[config.mk]
export PLATFORM = sky130hd
export DESIGN_NAME = enc_pos_cmp
export DESIGN_NICKNAME = d
export VERILOG_FILES = /design/src/rtl/pcmp_pkg.sv /design/src/rtl/pcmp_rst_sync.sv /design/src/rtl/pcmp_field.sv /design/src/rtl/pcmp_qual.sv /design/src/rtl/pcmp_event.sv /design/src/rtl/enc_pos_cmp.sv
export SDC_FILE = /design/constraint.sdc
export NUM_CORES = 1
export LEC_CHECK = 0
export ABC_AREA = 1
export BUFFER_PORTS_ARGS = -buffer_cell sky130_fd_sc_hd__buf_2
export CORE_UTILIZATION = 32
export CTS_CLUSTER_SIZE = 40
export DETAILED_ROUTE_END_ITERATION = 8
export PLACE_DENSITY = 0.95
export REMOVE_ABC_BUFFERS = 1
export SLEW_MARGIN = 0
export SYNTH_ARGS = -nofsm -noshare
export SYNTH_HDL_FRONTEND = slang
export SYNTH_SLANG_ARGS = --single-unit
[constraint.sdc]
create_clock -name clk_i -period 1.16 [get_ports clk_i]
set_clock_uncertainty 0.15 [all_clocks]
set_input_delay 0 -clock clk_i [delete_from_list [all_inputs] [get_ports clk_i]]
set_output_delay 0 -clock clk_i [all_outputs]
set_load 0.05 [all_outputs]
[src/rtl/pcmp_pkg.sv]
package pcmp_pkg;

  localparam int unsigned STAT_W  = 32;
  localparam int unsigned CMP_BIT = 29;

  typedef enum logic {
    ROT_FWD = 1'b0,
    ROT_REV = 1'b1
  } rot_e;

  typedef struct packed {
    logic z_off;
    logic spd_off;
    logic dir_off;
    rot_e dir_want;
  } qual_cfg_t;

endpackage

[src/rtl/pcmp_rst_sync.sv]
module pcmp_rst_sync (
  input  logic clk_i,
  input  logic rst_ni,
  output logic rst_sync_no
);

  logic [1:0] sync_q;
  logic [1:0] sync_d;

  always_comb begin
    sync_d = {sync_q[0], 1'b1};
  end

  always_ff @(posedge clk_i or negedge rst_ni) begin
    if (!rst_ni) begin
      sync_q <= 2'b00;
    end else begin
      sync_q <= sync_d;
    end
  end

  assign rst_sync_no = sync_q[1];

endmodule

[src/rtl/pcmp_field.sv]
module pcmp_field #(
  parameter int unsigned W       = 16,
  parameter bit          CAN_OFF = 1'b1
) (
  input  logic [W-1:0] live_i,
  input  logic [W-1:0] target_i,
  input  logic         off_i,
  output logic         ok_o
);

  logic eq;

  assign eq = (live_i == target_i);

  generate
    if (CAN_OFF) begin : g_maskable
      assign ok_o = eq | off_i;
    end else begin : g_fixed
      logic unused_off;
      assign unused_off = off_i;
      assign ok_o = eq;
    end
  endgenerate

endmodule

[src/rtl/pcmp_qual.sv]
module pcmp_qual
  import pcmp_pkg::*;
#(
  parameter int unsigned PH_W  = 16,
  parameter int unsigned Z_W   = 16,
  parameter int unsigned SPD_W = 16
) (
  input  logic [PH_W-1:0]  ph_cnt_i,
  input  logic [Z_W-1:0]   z_cnt_i,
  input  logic [SPD_W-1:0] spd_cnt_i,
  input  logic             dir_i,
  input  logic [PH_W-1:0]  ph_cmp_i,
  input  logic [Z_W-1:0]   z_cmp_i,
  input  logic [SPD_W-1:0] spd_cmp_i,
  input  qual_cfg_t        cfg_i,
  output logic             cond_o
);

  localparam int unsigned N_TERM = 4;

  logic [N_TERM-1:0] term_ok;

  pcmp_field #(.W(PH_W), .CAN_OFF(1'b0)) u_ph (
    .live_i  (ph_cnt_i),
    .target_i(ph_cmp_i),
    .off_i   (1'b0),
    .ok_o    (term_ok[0])
  );

  pcmp_field #(.W(Z_W), .CAN_OFF(1'b1)) u_z (
    .live_i  (z_cnt_i),
    .target_i(z_cmp_i),
    .off_i   (cfg_i.z_off),
    .ok_o    (term_ok[1])
  );

  pcmp_field #(.W(SPD_W), .CAN_OFF(1'b1)) u_spd (
    .live_i  (spd_cnt_i),
    .target_i(spd_cmp_i),
    .off_i   (cfg_i.spd_off),
    .ok_o    (term_ok[2])
  );

  pcmp_field #(.W(1), .CAN_OFF(1'b1)) u_dir (
    .live_i  (dir_i),
    .target_i(cfg_i.dir_want),
    .off_i   (cfg_i.dir_off),
    .ok_o    (term_ok[3])
  );

  assign cond_o = &term_ok;

endmodule

[src/rtl/pcmp_event.sv]
module pcmp_event
  import pcmp_pkg::*;
(
  input  logic              clk_i,
  input  logic              rst_ni,
  input  logic              cond_i,
  input  logic              clr_wr_i,
  input  logic [STAT_W-1:0] clr_data_i,
  input  logic              irq_en_i,
  input  logic              trig_en_i,
  output logic              flag_o,
  output logic              irq_o,
  output logic              trig_o
);

  logic cond_q, cond_d;
  logic flag_q, flag_d;
  logic trig_q, trig_d;
  logic rise;
  logic clr_hit;

  assign clr_hit = clr_wr_i & clr_data_i[CMP_BIT];
  assign rise    = cond_i & ~cond_q;

  always_comb begin
    cond_d = cond_i;
    trig_d = rise & trig_en_i;
    flag_d = flag_q;
    if (clr_hit) begin
      flag_d = 1'b0;
    end
    if (rise) begin
      flag_d = 1'b1;
    end
  end

  always_ff @(posedge clk_i or negedge rst_ni) begin
    if (!rst_ni) begin
      cond_q <= 1'b0;
      flag_q <= 1'b0;
      trig_q <= 1'b0;
    end else begin
      cond_q <= cond_d;
      flag_q <= flag_d;
      trig_q <= trig_d;
    end
  end

  assign flag_o = flag_q;
  assign irq_o  = flag_q & irq_en_i;
  assign trig_o = trig_q;


  stay_low_chk: assert property (@(posedge clk_i) disable iff (!rst_ni)
    (cond_q && cond_i && !flag_q) |=> !flag_q);


  clear_chk: assert property (@(posedge clk_i) disable iff (!rst_ni)
    (flag_q && clr_hit && !cond_i) |=> !flag_q);


  sticky_chk: assert property (@(posedge clk_i) disable iff (!rst_ni)
    (flag_q && !clr_wr_i) |=> flag_q);


  set_wins_chk: assert property (@(posedge clk_i) disable iff (!rst_ni)
    (cond_i && !cond_q && clr_hit) |=> flag_q);


  trig_flag_chk: assert property (@(posedge clk_i) disable iff (!rst_ni)
    trig_q |-> flag_q);


  trig_single_chk: assert property (@(posedge clk_i) disable iff (!rst_ni)
    trig_q |=> !trig_q);

endmodule

[src/rtl/enc_pos_cmp.sv]
module enc_pos_cmp
  import pcmp_pkg::*;
#(
  parameter int unsigned PH_W  = 16,
  parameter int unsigned Z_W   = 16,
  parameter int unsigned SPD_W = 16
) (
  input  logic              clk_i,
  input  logic              rst_ni,
  input  logic [PH_W-1:0]   ph_cnt_i,
  input  logic [Z_W-1:0]    z_cnt_i,
  input  logic [SPD_W-1:0]  spd_cnt_i,
  input  logic              dir_i,
  input  logic [PH_W-1:0]   ph_cmp_i,
  input  logic [Z_W-1:0]    z_cmp_i,
  input  logic [SPD_W-1:0]  spd_cmp_i,
  input  logic              z_cmp_dis_i,
  input  logic              spd_cmp_dis_i,
  input  logic              dir_sel_i,
  input  logic              dir_cmp_dis_i,
  input  logic              clr_wr_i,
  input  logic [STAT_W-1:0] clr_data_i,
  input  logic              irq_en_i,
  input  logic              trig_en_i,
  output logic              cmp_flag_o,
  output logic              irq_o,
  output logic              trig_o
);

  logic      rst_sync_n;
  logic      cond;
  qual_cfg_t cfg;

  always_comb begin
    cfg.z_off    = z_cmp_dis_i;
    cfg.spd_off  = spd_cmp_dis_i;
    cfg.dir_off  = dir_cmp_dis_i;
    cfg.dir_want = rot_e'(dir_sel_i);
  end

  pcmp_rst_sync u_rst (
    .clk_i      (clk_i),
    .rst_ni     (rst_ni),
    .rst_sync_no(rst_sync_n)
  );

  pcmp_qual #(.PH_W(PH_W), .Z_W(Z_W), .SPD_W(SPD_W)) u_qual (
    .ph_cnt_i (ph_cnt_i),
    .z_cnt_i  (z_cnt_i),
    .spd_cnt_i(spd_cnt_i),
    .dir_i    (dir_i),
    .ph_cmp_i (ph_cmp_i),
    .z_cmp_i  (z_cmp_i),
    .spd_cmp_i(spd_cmp_i),
    .cfg_i    (cfg),
    .cond_o   (cond)
  );

  pcmp_event u_evt (
    .clk_i     (clk_i),
    .rst_ni    (rst_sync_n),
    .cond_i    (cond),
    .clr_wr_i  (clr_wr_i),
    .clr_data_i(clr_data_i),
    .irq_en_i  (irq_en_i),
    .trig_en_i (trig_en_i),
    .flag_o    (cmp_flag_o),
    .irq_o     (irq_o),
    .trig_o    (trig_o)
  );


  phase_hit_chk: assert property (@(posedge clk_i) disable iff (!rst_sync_n)
    $rose(cmp_flag_o) |-> $past(ph_cnt_i == ph_cmp_i));


  rev_hit_chk: assert property (@(posedge clk_i) disable iff (!rst_sync_n)
    $rose(cmp_flag_o) |-> $past(z_cmp_dis_i || (z_cnt_i == z_cmp_i)));


  speed_hit_chk: assert property (@(posedge clk_i) disable iff (!rst_sync_n)
    $rose(cmp_flag_o) |-> $past(spd_cmp_dis_i || (spd_cnt_i == spd_cmp_i)));


  dir_hit_chk: assert property (@(posedge clk_i) disable iff (!rst_sync_n)
    $rose(cmp_flag_o) |-> $past(dir_cmp_dis_i || (dir_i == dir_sel_i)));


  reset_quiet_chk: assert property (@(posedge clk_i)
    !rst_sync_n |-> (!cmp_flag_o && !irq_o && !trig_o));

endmodule

==> results.txt, run 1 <==
outcome -> complete, but fails checks
failing checks -> DRC
Post-Synthesis Cells -> 181
later-pin clock latency in the skew report -> 0.24 ns
critical path launch point type -> flip-flop
die width -> 56.7 microns
synthesis-to-layout area growth -> 72.2%
Tmin final -> 1.08 ns
# resized after CTS -> 0
mux cell area share after synthesis -> 0%
DRT iter0 DRCs -> 49
nets@finish -> 441
CP Max Fanout -> 3
Hold Path Class -> in -> reg
fmax -> 925 MHz
Mapped Area -> 957 sq um
Clk pin slew, worst setup/hold paths -> 0.05 ns
Critical Path RT -> 1.01 ns
Post-CTS Setup Bufs -> 0
total gr overflow -> 0
initial core utilization -> 34.1%
FP Rows -> 19
DP Worst Slack -> 0.0328 ns
setup_tns -> 0 ns
total CTS buffers -> 3
vias -> 1399
routed length per instance -> 8.26 microns
vias per cell -> 4.20
layout cells sized above 1 -> 38.7%
gpl congestion -> 0.688
die area -> 0.00321 sq mm
initial antenna violation count -> 0
Final Hold Violating Endpoints -> 0
final setup margin -> 0.0784 ns
# setup viols final -> 0
yosys warns -> 0
synth unique cells -> 15
CTS tree -> done
Synth Area in XOR/XNOR -> 26.5%
CP arrival -> 0.93 ns
Port Buf Inserts -> 109
Final Util -> 58.7%
Avg Inst Size Synth -> 5.29 sq um
sequential area share after synthesis -> 13.1%
maxcap violations -> 0
post-route ant nets -> 0
# DRC -> 17
Slew Viols, Final -> 0
CP Class -> reg -> out
CTS Buffer Depth -> 2
I/O pin count -> 141
Tcrit/Tclk final -> 93.2%
DP HPWL -> 2380 microns
Critical Path End Type -> output port
total track usage -> 17.8%
cts hold-fix bufs -> 8
RSZ-0062 raised after global routing -> no
simple-gate share of the synthesized area -> 45.2%
root buffer cell -> clkbuf_4
pin count of the biggest net entering global routing -> 4
H-tree Lvls -> 1
Antenna Cells -> 0
Adder-Cell Fraction of Synth Area -> 0%
first-pass GRT wire length -> 4570 microns
number of global-route vias before repair -> 1331
Pleak -> 1.09 nW
Pwr Density -> 494 mW/mm^2
#FFs+latches synth -> 5
Num Clock Sinks -> 5
Die Height -> 56.7 microns
core box area -> 0.00281 sq mm
largest family of logic cells by synthesized area -> simple AND/OR/NAND/NOR gates
drt total wl -> 2750 microns
maximum VDD drop -> 0.194 mV
drt pass-1 iters -> 6
Synth Area in Compound Gates -> 1.05%
==> synthesized netlist by cell type <==
| cell | count | area [sq um] |
|---|---|---|
| nor2_1 | 40 | 150 |
| nand2_2 | 1 | 6.26 |
| o21ai_0 | 1 | 5.00 |
| nand3_1 | 1 | 5.00 |
| dfrtp_1 | 5 | 125 |
| nand4_1 | 1 | 6.26 |
| nand2_1 | 62 | 233 |
| conb_1 | 1 | 3.75 |
| nor2_2 | 2 | 12.5 |
| xor2_1 | 20 | 175 |
| inv_1 | 35 | 131 |
| xnor2_1 | 9 | 78.8 |
| and3_2 | 1 | 7.51 |
| nand4_2 | 1 | 12.5 |
| a21oi_1 | 1 | 5.00 |
==> stage by stage <==
step / std cells / power, W / hold WS (ns) / instance area [sq um]
2_1_floorplan: 181 / 0.000366 / -0.446 / 957
3_3_place_gp: 321 / 0.000577 / -0.363 / 1540
3_5_place_dp: 321 / 0.000593 / -0.361 / 1540
4_1_cts: 333 / 0.000821 / 0.0843 / 1650
5_1_grt: 333 / 0.000913 / 0.102 / 1650
6_report: 333 / 0.000814 / 0.0801 / 1650
==> layout by cell type (no fill, tap or decap) <==
master,Yosys,final
buf_2,0,109
nor2_1,40,40
nor2_2,2,2
clkbuf_4,0,3
o21ai_0,1,1
nand2_1,62,62
xnor2_1,9,9
xor2_1,20,20
nand2_2,1,1
dfrtp_1,5,5
and3_2,1,1
conb_1,1,1
nand4_1,1,1
inv_1,35,35
nand3_1,1,1
dlygate4sd3_1,0,8
a21oi_1,1,1
clkbuf_1,0,1
nand4_2,1,1
==> flip-flops by register name, summed over array words and instances (netlist names) <==
signal and count:
u_evt.cond_q 1, u_evt.flag_o 1, u_evt.trig_o 1, u_rst.sync_q 2
==> worst max-delay path, stage by stage, from the launching register on <==
cell	delay [ns]
dfrtp_1	0.35
nand2_1	0.05
inv_1	0.04
buf_2	0.25
==> path summary, 6_finish.rpt <==
| check | from | end | slack [ns] | depth (start not counted) |
|---|---|---|---|---|
| setup / recovery | u_evt.flag_o | irq_o | 0.08 | 3 |
| hold / removal | ph_cnt_i[3] | u_evt.trig_o | 0.08 | 6 |
| setup reg to reg | u_rst.sync_q[1] | u_evt.trig_o | 0.26 | 1 |
| hold reg to reg | u_rst.sync_q[0] | u_rst.sync_q[1] | 0.22 | 0 |
| max in group asynchronous | rst_ni | u_rst.sync_q[1] | 0.23 | 3 |
| min in group asynchronous | u_rst.sync_q[1] | u_evt.flag_o | 0.45 | 1 |
==> report_power, final <==
part / switching (W) / internal [W]
logic: 0.000184 / 0.000246
registers: 0.00000129 / 0.000178
clock network: 0.0000741 / 0.000130
total: 0.000259 / 0.000555
==> cell type report <==
type / instances / area (sq um)
flip-flops and latches: 5 / 125
inverters: 35 / 131
repair buffers: 117 / 626
clock buffers: 4 / 26.3
multi-input cells: 141 / 701
fillers: 282 / 1160
well taps: 31 / 38.8
==> metal layers <==
| layer | GRT usage (%) | vias up | routed length, microns |
|---|---|---|---|
| met5 | 0 | - | 0 |
| met4 | 5.36 | 0 | 7 |
| met3 | 2.07 | 2 | 215 |
| met2 | 38.9 | 61 | 1530 |
| met1 | 16.1 | 579 | 1000 |
| li1 | - | 757 | - |
==> logic make-up after synthesis <==
kind of cell              Yosys count
and+or+nand+nor                   109
buffers and inverters              35
AOI/OAI and AO/OA                   2
other                               1
xor gates and xnor gates           29
DFF                                 5
No activity file was read; power rests on OpenSTA's default activity.
==> inputs of run 2 (changes only) <==
--- a/config.mk
+++ b/config.mk
@@ -5,12 +5,13 @@
 export SDC_FILE = /design/constraint.sdc
 export NUM_CORES = 1
 export LEC_CHECK = 0
-export ABC_AREA = 1
 export BUFFER_PORTS_ARGS = -buffer_cell sky130_fd_sc_hd__buf_2
-export CORE_UTILIZATION = 32
+export CORE_AREA = 2 2 55 57
 export CTS_CLUSTER_SIZE = 40
 export DETAILED_ROUTE_END_ITERATION = 8
-export PLACE_DENSITY = 0.95
+export DIE_AREA = 0 0 57 59
+export GPL_ROUTABILITY_DRIVEN = 0
+export PLACE_DENSITY = 0.94
 export REMOVE_ABC_BUFFERS = 1
 export SLEW_MARGIN = 0
 export SYNTH_ARGS = -nofsm -noshare
==> run 2 against run 1 <==
  * The run now ends clean
  * Worst setup slack got worse by 0.035 ns
  * Sequential power about the same
  * Die area increased by 4.6%
  * Non-clock buffer count increased by 1
  * Via count decreased by 27%
  * Largest cell class is now non-clock buffers
  * Highest routed layer unchanged
==> results.txt, run 2 <==
vias per cell -> 4.38
Top Metal Used -> met4
total CTS buffers -> 3
Pwr Density -> 541 mW/mm^2
Num Clock Sinks -> 5
initial antenna violation count -> 0
Port Buf Inserts -> 109
largest reg by FF count -> u_rst.sync_q
fillers -> 251
Die Height -> 59 microns
Final Cell Area -> 0.00147 sq mm
commonest non-fill, non-tap cell in the layout -> buf_2
Tcrit/Tclk final -> 96.3%
drt pass-1 iters -> 3
I/O pin count -> 141
Slew Viols, Final -> 0
drt total wl -> 2480 microns
Post-CTS Setup Bufs -> 0
placed standard-cell area -> 0.00131 sq mm
later-pin clock latency in the skew report -> 0.24 ns
CP delay by family, top -> simple AND/OR/NAND/NOR gates
CP arrival -> 1.13 ns
Antenna Cells -> 0
maxcap violations -> 0
Hold Path Class -> in -> reg
fmax -> 895 MHz
number of flops mapped to enable cells by yosys -> 0
CP Class -> in -> reg
Pleak -> 0.756 nW
crit path buf inv count -> 2
routed length per instance -> 10.7 microns
synthesis-to-layout area growth -> 106%
# setup viols final -> 0
register area -> 125 sq um
most frequent cells after synthesis -> xnor2_1 (33), xor2_1 (16), nand4_1 (8), dfrtp_1 (5), nor4_1 (5)
sequential area share after synthesis -> 17.6%
Adder-Cell Fraction of Synth Area -> 0%
CP Max Fanout -> 3
cell with the most instances after synthesis -> xnor2_1
Critical Path RT -> 1.17 ns
Post-Synthesis Cells -> 79
RSZ-0062 raised after global routing -> yes
most frequent cells in the layout -> buf_2 (106), xnor2_1 (30), xor2_1 (16), nand4_1 (8), dlygate4sd3_1 (7)
DRT iter0 DRCs -> 11
Most used DFF post-synth -> dfrtp_1
Tmin final -> 1.12 ns
post-route ant nets -> 0
initial core utilization -> 26.3%
layout cells sized above 1 -> 60.2%
critical path launch point type -> input pin
max reg flops -> 2
FP Rows -> 19
Synth Area in Compound Gates -> 4.22%
Synth Area in XOR/XNOR -> 60.3%
first-pass GRT wire length -> 3530 microns
Total Power -> 0.000795 W
yosys warns -> 0
nets@finish -> 340
DP HPWL -> 2230 microns
Worst path max stage delay -> 0.28 ns
CP max-delay cell -> nor4_1
area share of the leading cell type in the synthesized netlist -> 40.6%
multi-input logic area -> 629 sq um
mux cell area share after synthesis -> 0%
DP Worst Slack -> -0.264 ns
total gr overflow -> 0
total track usage -> 13.4%
Synth area leaders -> xnor2_1 (41%), xor2_1 (20%), dfrtp_1 (18%), nand4_1 (7.0%), nor4_1 (4.4%)
# DRC -> 0
met1 WL -> 819 microns
H-tree Lvls -> 1
largest family of logic cells by synthesized area -> XOR/XNOR gates
met3 wire length -> 328 microns
Final Hold Violating Endpoints -> 0
die area -> 0.00336 sq mm
core box area -> 0.00271 sq mm
#FFs+latches synth -> 5
outcome -> finished clean
CTS Buffer Depth -> 2
simple-gate share of the synthesized area -> 16.9%
worst hold slack -> 0.0580 ns
die width -> 57 microns
Critical Path End Type -> flip-flop
root buffer cell -> clkbuf_4
number of global-route vias before repair -> 1004
metal2 WL -> 1310 microns
maximum VDD drop -> 0.420 mV
fraction of registers with async set/reset -> 100%
synth unique cells -> 15
vias -> 1016
CTS tree -> done
Mapped Area -> 712 sq um
final setup margin -> 0.0433 ns
CP cell instances -> buf_2 -> xnor2_2 -> nand4_1 -> nor4_1 -> buf_4 -> o2111ai_4 -> nor3b_2
pin count of the biggest net entering global routing -> 4
Clk pin slew, worst setup/hold paths -> 0.04 ns
largest area contributor in the netlist -> xnor2_1
Avg Inst Size Synth -> 9.01 sq um
## run 2: changes by cell type in the layout (fill, tap and decap cells not counted), moves of 4 or more
cell	before	now
xnor2_1	9	30
xor2_1	20	16
nand2_1	62	2
nand4_1	1	8
inv_1	35	1
nor2_1	40	2
## run 2: per-stage QoR
step                      util [%]  setup TNS, ns  std cells
final                         54.2              0        232
after floorplan                  -         -0.110         79
after global routing          54.2        -0.0129        232
after CTS                     51.9              0        232
after detailed placement      48.4         -0.631        221
after global placement        48.4         -0.485        221
## run 2: final cells by class
class / instances / area share (%)
Clock buffer: 4 / 1.79
Inverter: 1 / 0.256
Multi-Input combinational cell: 73 / 42.8
Sequential cell: 5 / 8.52
Tap cell: 31 / 2.64
Timing Repair Buffer: 118 / 44.0
## run 2: path summary, 6_finish.rpt
kind                            cells after the start       startpoint         endpoint  slack [ns]
worst min register to register                      0  u_rst.sync_q[0]  u_rst.sync_q[1]        0.19
worst max register to register                      1  u_rst.sync_q[1]     u_evt.flag_o        0.30
worst max-delay path                                7    spd_cmp_i[11]     u_evt.trig_o        0.04
max in group asynchronous                           3           rst_ni  u_rst.sync_q[1]        0.28
min in group asynchronous                           1  u_rst.sync_q[1]     u_evt.trig_o        0.42
worst min-delay path                                5    dir_cmp_dis_i     u_evt.cond_q        0.06
## run 2: power by group
part           switching, W  total, W  internal [W]  leakage, nW
Clock             0.0000693  0.000199      0.000130       0.0150
Sequential      0.000000603  0.000179      0.000179       0.0652
Combinational      0.000155  0.000417      0.000262        0.675
## run 2: metal layers
layer | global-route usage (%) | vias up
met5 | 0 | -
met3 | 4.80 | 2
met2 | 28.6 | 77
met1 | 11.0 | 425
li1 | - | 512
met4 | 4.65 | 0
## run 2: what timing repair did
| item | CTS | global route |
|---|---|---|
| pin swaps | 1 | 7 |
| resized for setup | 1 | 10 |
| hold buffers | 7 | 0 |
| endpoints found under the setup margin | 1 | 3 |
| hold endpoints to repair | 8 | 0 |
## run 2: kinds of logic (layout without fill, tap and decap cells)
| group | after synthesis | count (layout) |
|---|---|---|
| other cells | 1 | 1 |
| buf+inv | 1 | 123 |
| compound gates | 3 | 3 |
| xor+xnor | 49 | 49 |
| flops | 5 | 5 |
| simple gates | 20 | 20 |
==> inputs of run 3 (changes only) <==
--- a/config.mk
+++ b/config.mk
@@ -6,6 +6,7 @@
 export NUM_CORES = 1
 export LEC_CHECK = 0
 export BUFFER_PORTS_ARGS = -buffer_cell sky130_fd_sc_hd__buf_2
+export CAP_MARGIN = 15
 export CORE_AREA = 2 2 55 57
 export CTS_CLUSTER_SIZE = 40
 export DETAILED_ROUTE_END_ITERATION = 8
==> constraint.sdc (replaced) <==
create_clock -name clk_i -period 1.16 [get_ports clk_i]
set_clock_uncertainty 0.15 [all_clocks]
set_input_delay 0.348 -clock clk_i [delete_from_list [all_inputs] [get_ports clk_i]]
set_output_delay 0.348 -clock clk_i [all_outputs]
set_load 0.05 [all_outputs]
==> run 3 against run 2 <==
  * The run now ends with setup timing left
  * Non-clock buffer count decreased by 5
  * Sequential cell count unchanged
  * Register-to-register slack about the same
  * Largest cell class is now multi-input combinational cells
==> results.txt, run 3 (synthesized netlist as in run 2, its figures left out) <==
outcome -> complete, but fails checks
failing checks -> setup timing
vias -> 1017
first-pass GRT wire length -> 3670 microns
die width -> 57 microns
largest reg by FF count -> u_rst.sync_q
Num Clock Sinks -> 5
critical path launch point type -> input pin
register area -> 125 sq um
DP HPWL -> 2230 microns
Finished Layout Cells -> 227
max reg flops -> 2
die area -> 0.00336 sq mm
CP Class -> in -> reg
final setup margin -> -0.347 ns
# DRC -> 0
fillers -> 248
Critical Path End Type -> flip-flop
H-tree Lvls -> 1
initial core utilization -> 26.3%
initial antenna violation count -> 0
Tmin final -> 1.51 ns
Critical Path RT -> 1.17 ns
drt pass-1 iters -> 2
# setup viols final -> 6
commonest non-fill, non-tap cell in the layout -> buf_2
total gr overflow -> 0
Slew Viols, Final -> 0
Pwr Density -> 532 mW/mm^2
placed cells -> 221
maxcap violations -> 0
FP Rows -> 19
R2R Path End -> u_evt.flag_o
I/O pin count -> 141
most frequent cells in the layout -> buf_2 (97), xnor2_1 (25), xor2_1 (15), buf_6 (11)
routed length per instance -> 11.6 microns
vias per cell -> 4.48
DP Worst Slack -> -0.604 ns
Die Height -> 59 microns
drt total wl -> 2630 microns
Final Hold Violating Endpoints -> 0
pin count of the biggest net entering global routing -> 4
multi-input logic area -> 693 sq um
Antenna Cells -> 0
CP arrival -> 1.52 ns
fmax -> 663 MHz
RSZ-0062 raised after global routing -> yes
number of global-route vias before repair -> 1041
root buffer cell -> clkbuf_4
FF-to-FF path depth -> 1
CP Max Fanout -> 3
DRT iter0 DRCs -> 14
crit path to -> u_evt.trig_o
later-pin clock latency in the skew report -> 0.24 ns
layout cells sized above 1 -> 66.8%
Pleak -> 0.786 nW
maximum VDD drop -> 0.414 mV
CTS Buffer Depth -> 2
total track usage -> 14.0%
CTS tree -> done
Tcrit/Tclk final -> 130%
Hold Path Class -> reg -> reg
R2R Setup Slk -> 0.30 ns
Worst R2R Start -> u_rst.sync_q[1]
synthesis-to-layout area growth -> 117%
Post-CTS Setup Bufs -> 0
total CTS buffers -> 3
post-route ant nets -> 0
Port Buf Inserts -> 109
nets@finish -> 335
Clk pin slew, worst setup/hold paths -> 0.04 ns
core box area -> 0.00271 sq mm
Total Power -> 0.000823 W
crit path from -> z_cmp_i[1]
run 3: cell types whose count changed in the layout (fill, tap and decap cells not counted), moves of 2 or more:
| cell | delta |
|---|---|
| xnor2_2 | +5 |
| nor4_2 | +2 |
| buf_2 | -9 |
| nor4_1 | -2 |
| dlygate4sd3_1 | -5 |
| buf_6 | +9 |
| xnor2_1 | -5 |
run 3: worst max-delay path, stage by stage:
cell and delay [ns]:
buf_2 0.10, xor2_1 0.17, nor4_2 0.32, a41o_1 0.26
o2111ai_4 0.15, nor3b_2 0.18
run 3: final cells by class:
| class | count | share of cell area, % |
|---|---|---|
| multi-input cells | 73 | 44.8 |
| repair buffers | 113 | 42.6 |
| flip-flops and latches | 5 | 8.09 |
| well taps | 31 | 2.51 |
| clock buffers | 4 | 1.70 |
| inverters | 1 | 0.243 |
run 3: worst min-delay path by stage:
stage                          startpoint         endpoint  slack [ns]  cells after the start
after global placement    u_rst.sync_q[1]     u_evt.flag_o       -0.12                      0
final                     u_rst.sync_q[0]  u_rst.sync_q[1]        0.20                      0
after global routing            trig_en_i     u_evt.trig_o        0.22                      2
after CTS                 u_rst.sync_q[0]  u_rst.sync_q[1]        0.20                      0
after detailed placement  u_rst.sync_q[1]     u_evt.trig_o       -0.11                      0
after floorplan           u_rst.sync_q[1]     u_evt.cond_q       -0.12                      0
run 3: what timing repair did:
action,4_1_cts,5_1_grt
pin swaps,8,8
endpoints found under the hold margin,5,0
gates cloned,0,0
resized for setup,12,22
hold buffers,2,0
setup endpoints to repair,6,6
run 3: per-stage QoR:
| step | area, sq um | TNS (ns) | hold slack [ns] | utilization, % |
|---|---|---|---|---|
| floorplan | 712 | -1.31 | -0.123 | - |
| global placement | 1310 | -1.64 | -0.115 | 48.4 |
| detailed placement | 1310 | -1.77 | -0.110 | 48.4 |
| CTS | 1410 | -1.38 | 0.198 | 52.0 |
| global route | 1550 | -1.69 | 0.221 | 57.1 |
| finish | 1550 | -1.44 | 0.202 | 57.1 |
run 3: metal layers:
metal  vias up  track usage, %  wire [microns]
met5         -               0               0
met4         0            4.32              27
met3         2            4.80             338
met2        81            30.0            1470
met1       432            11.7             795
li1        502               -               -
run 3: where the power goes:
group | total, W | switching (W) | leakage [nW] | internal, W
registers | 0.000179 | 0.000000696 | 0.0652 | 0.000179
logic | 0.000445 | 0.000166 | 0.706 | 0.000278
clock network | 0.000199 | 0.0000694 | 0.0150 | 0.000130
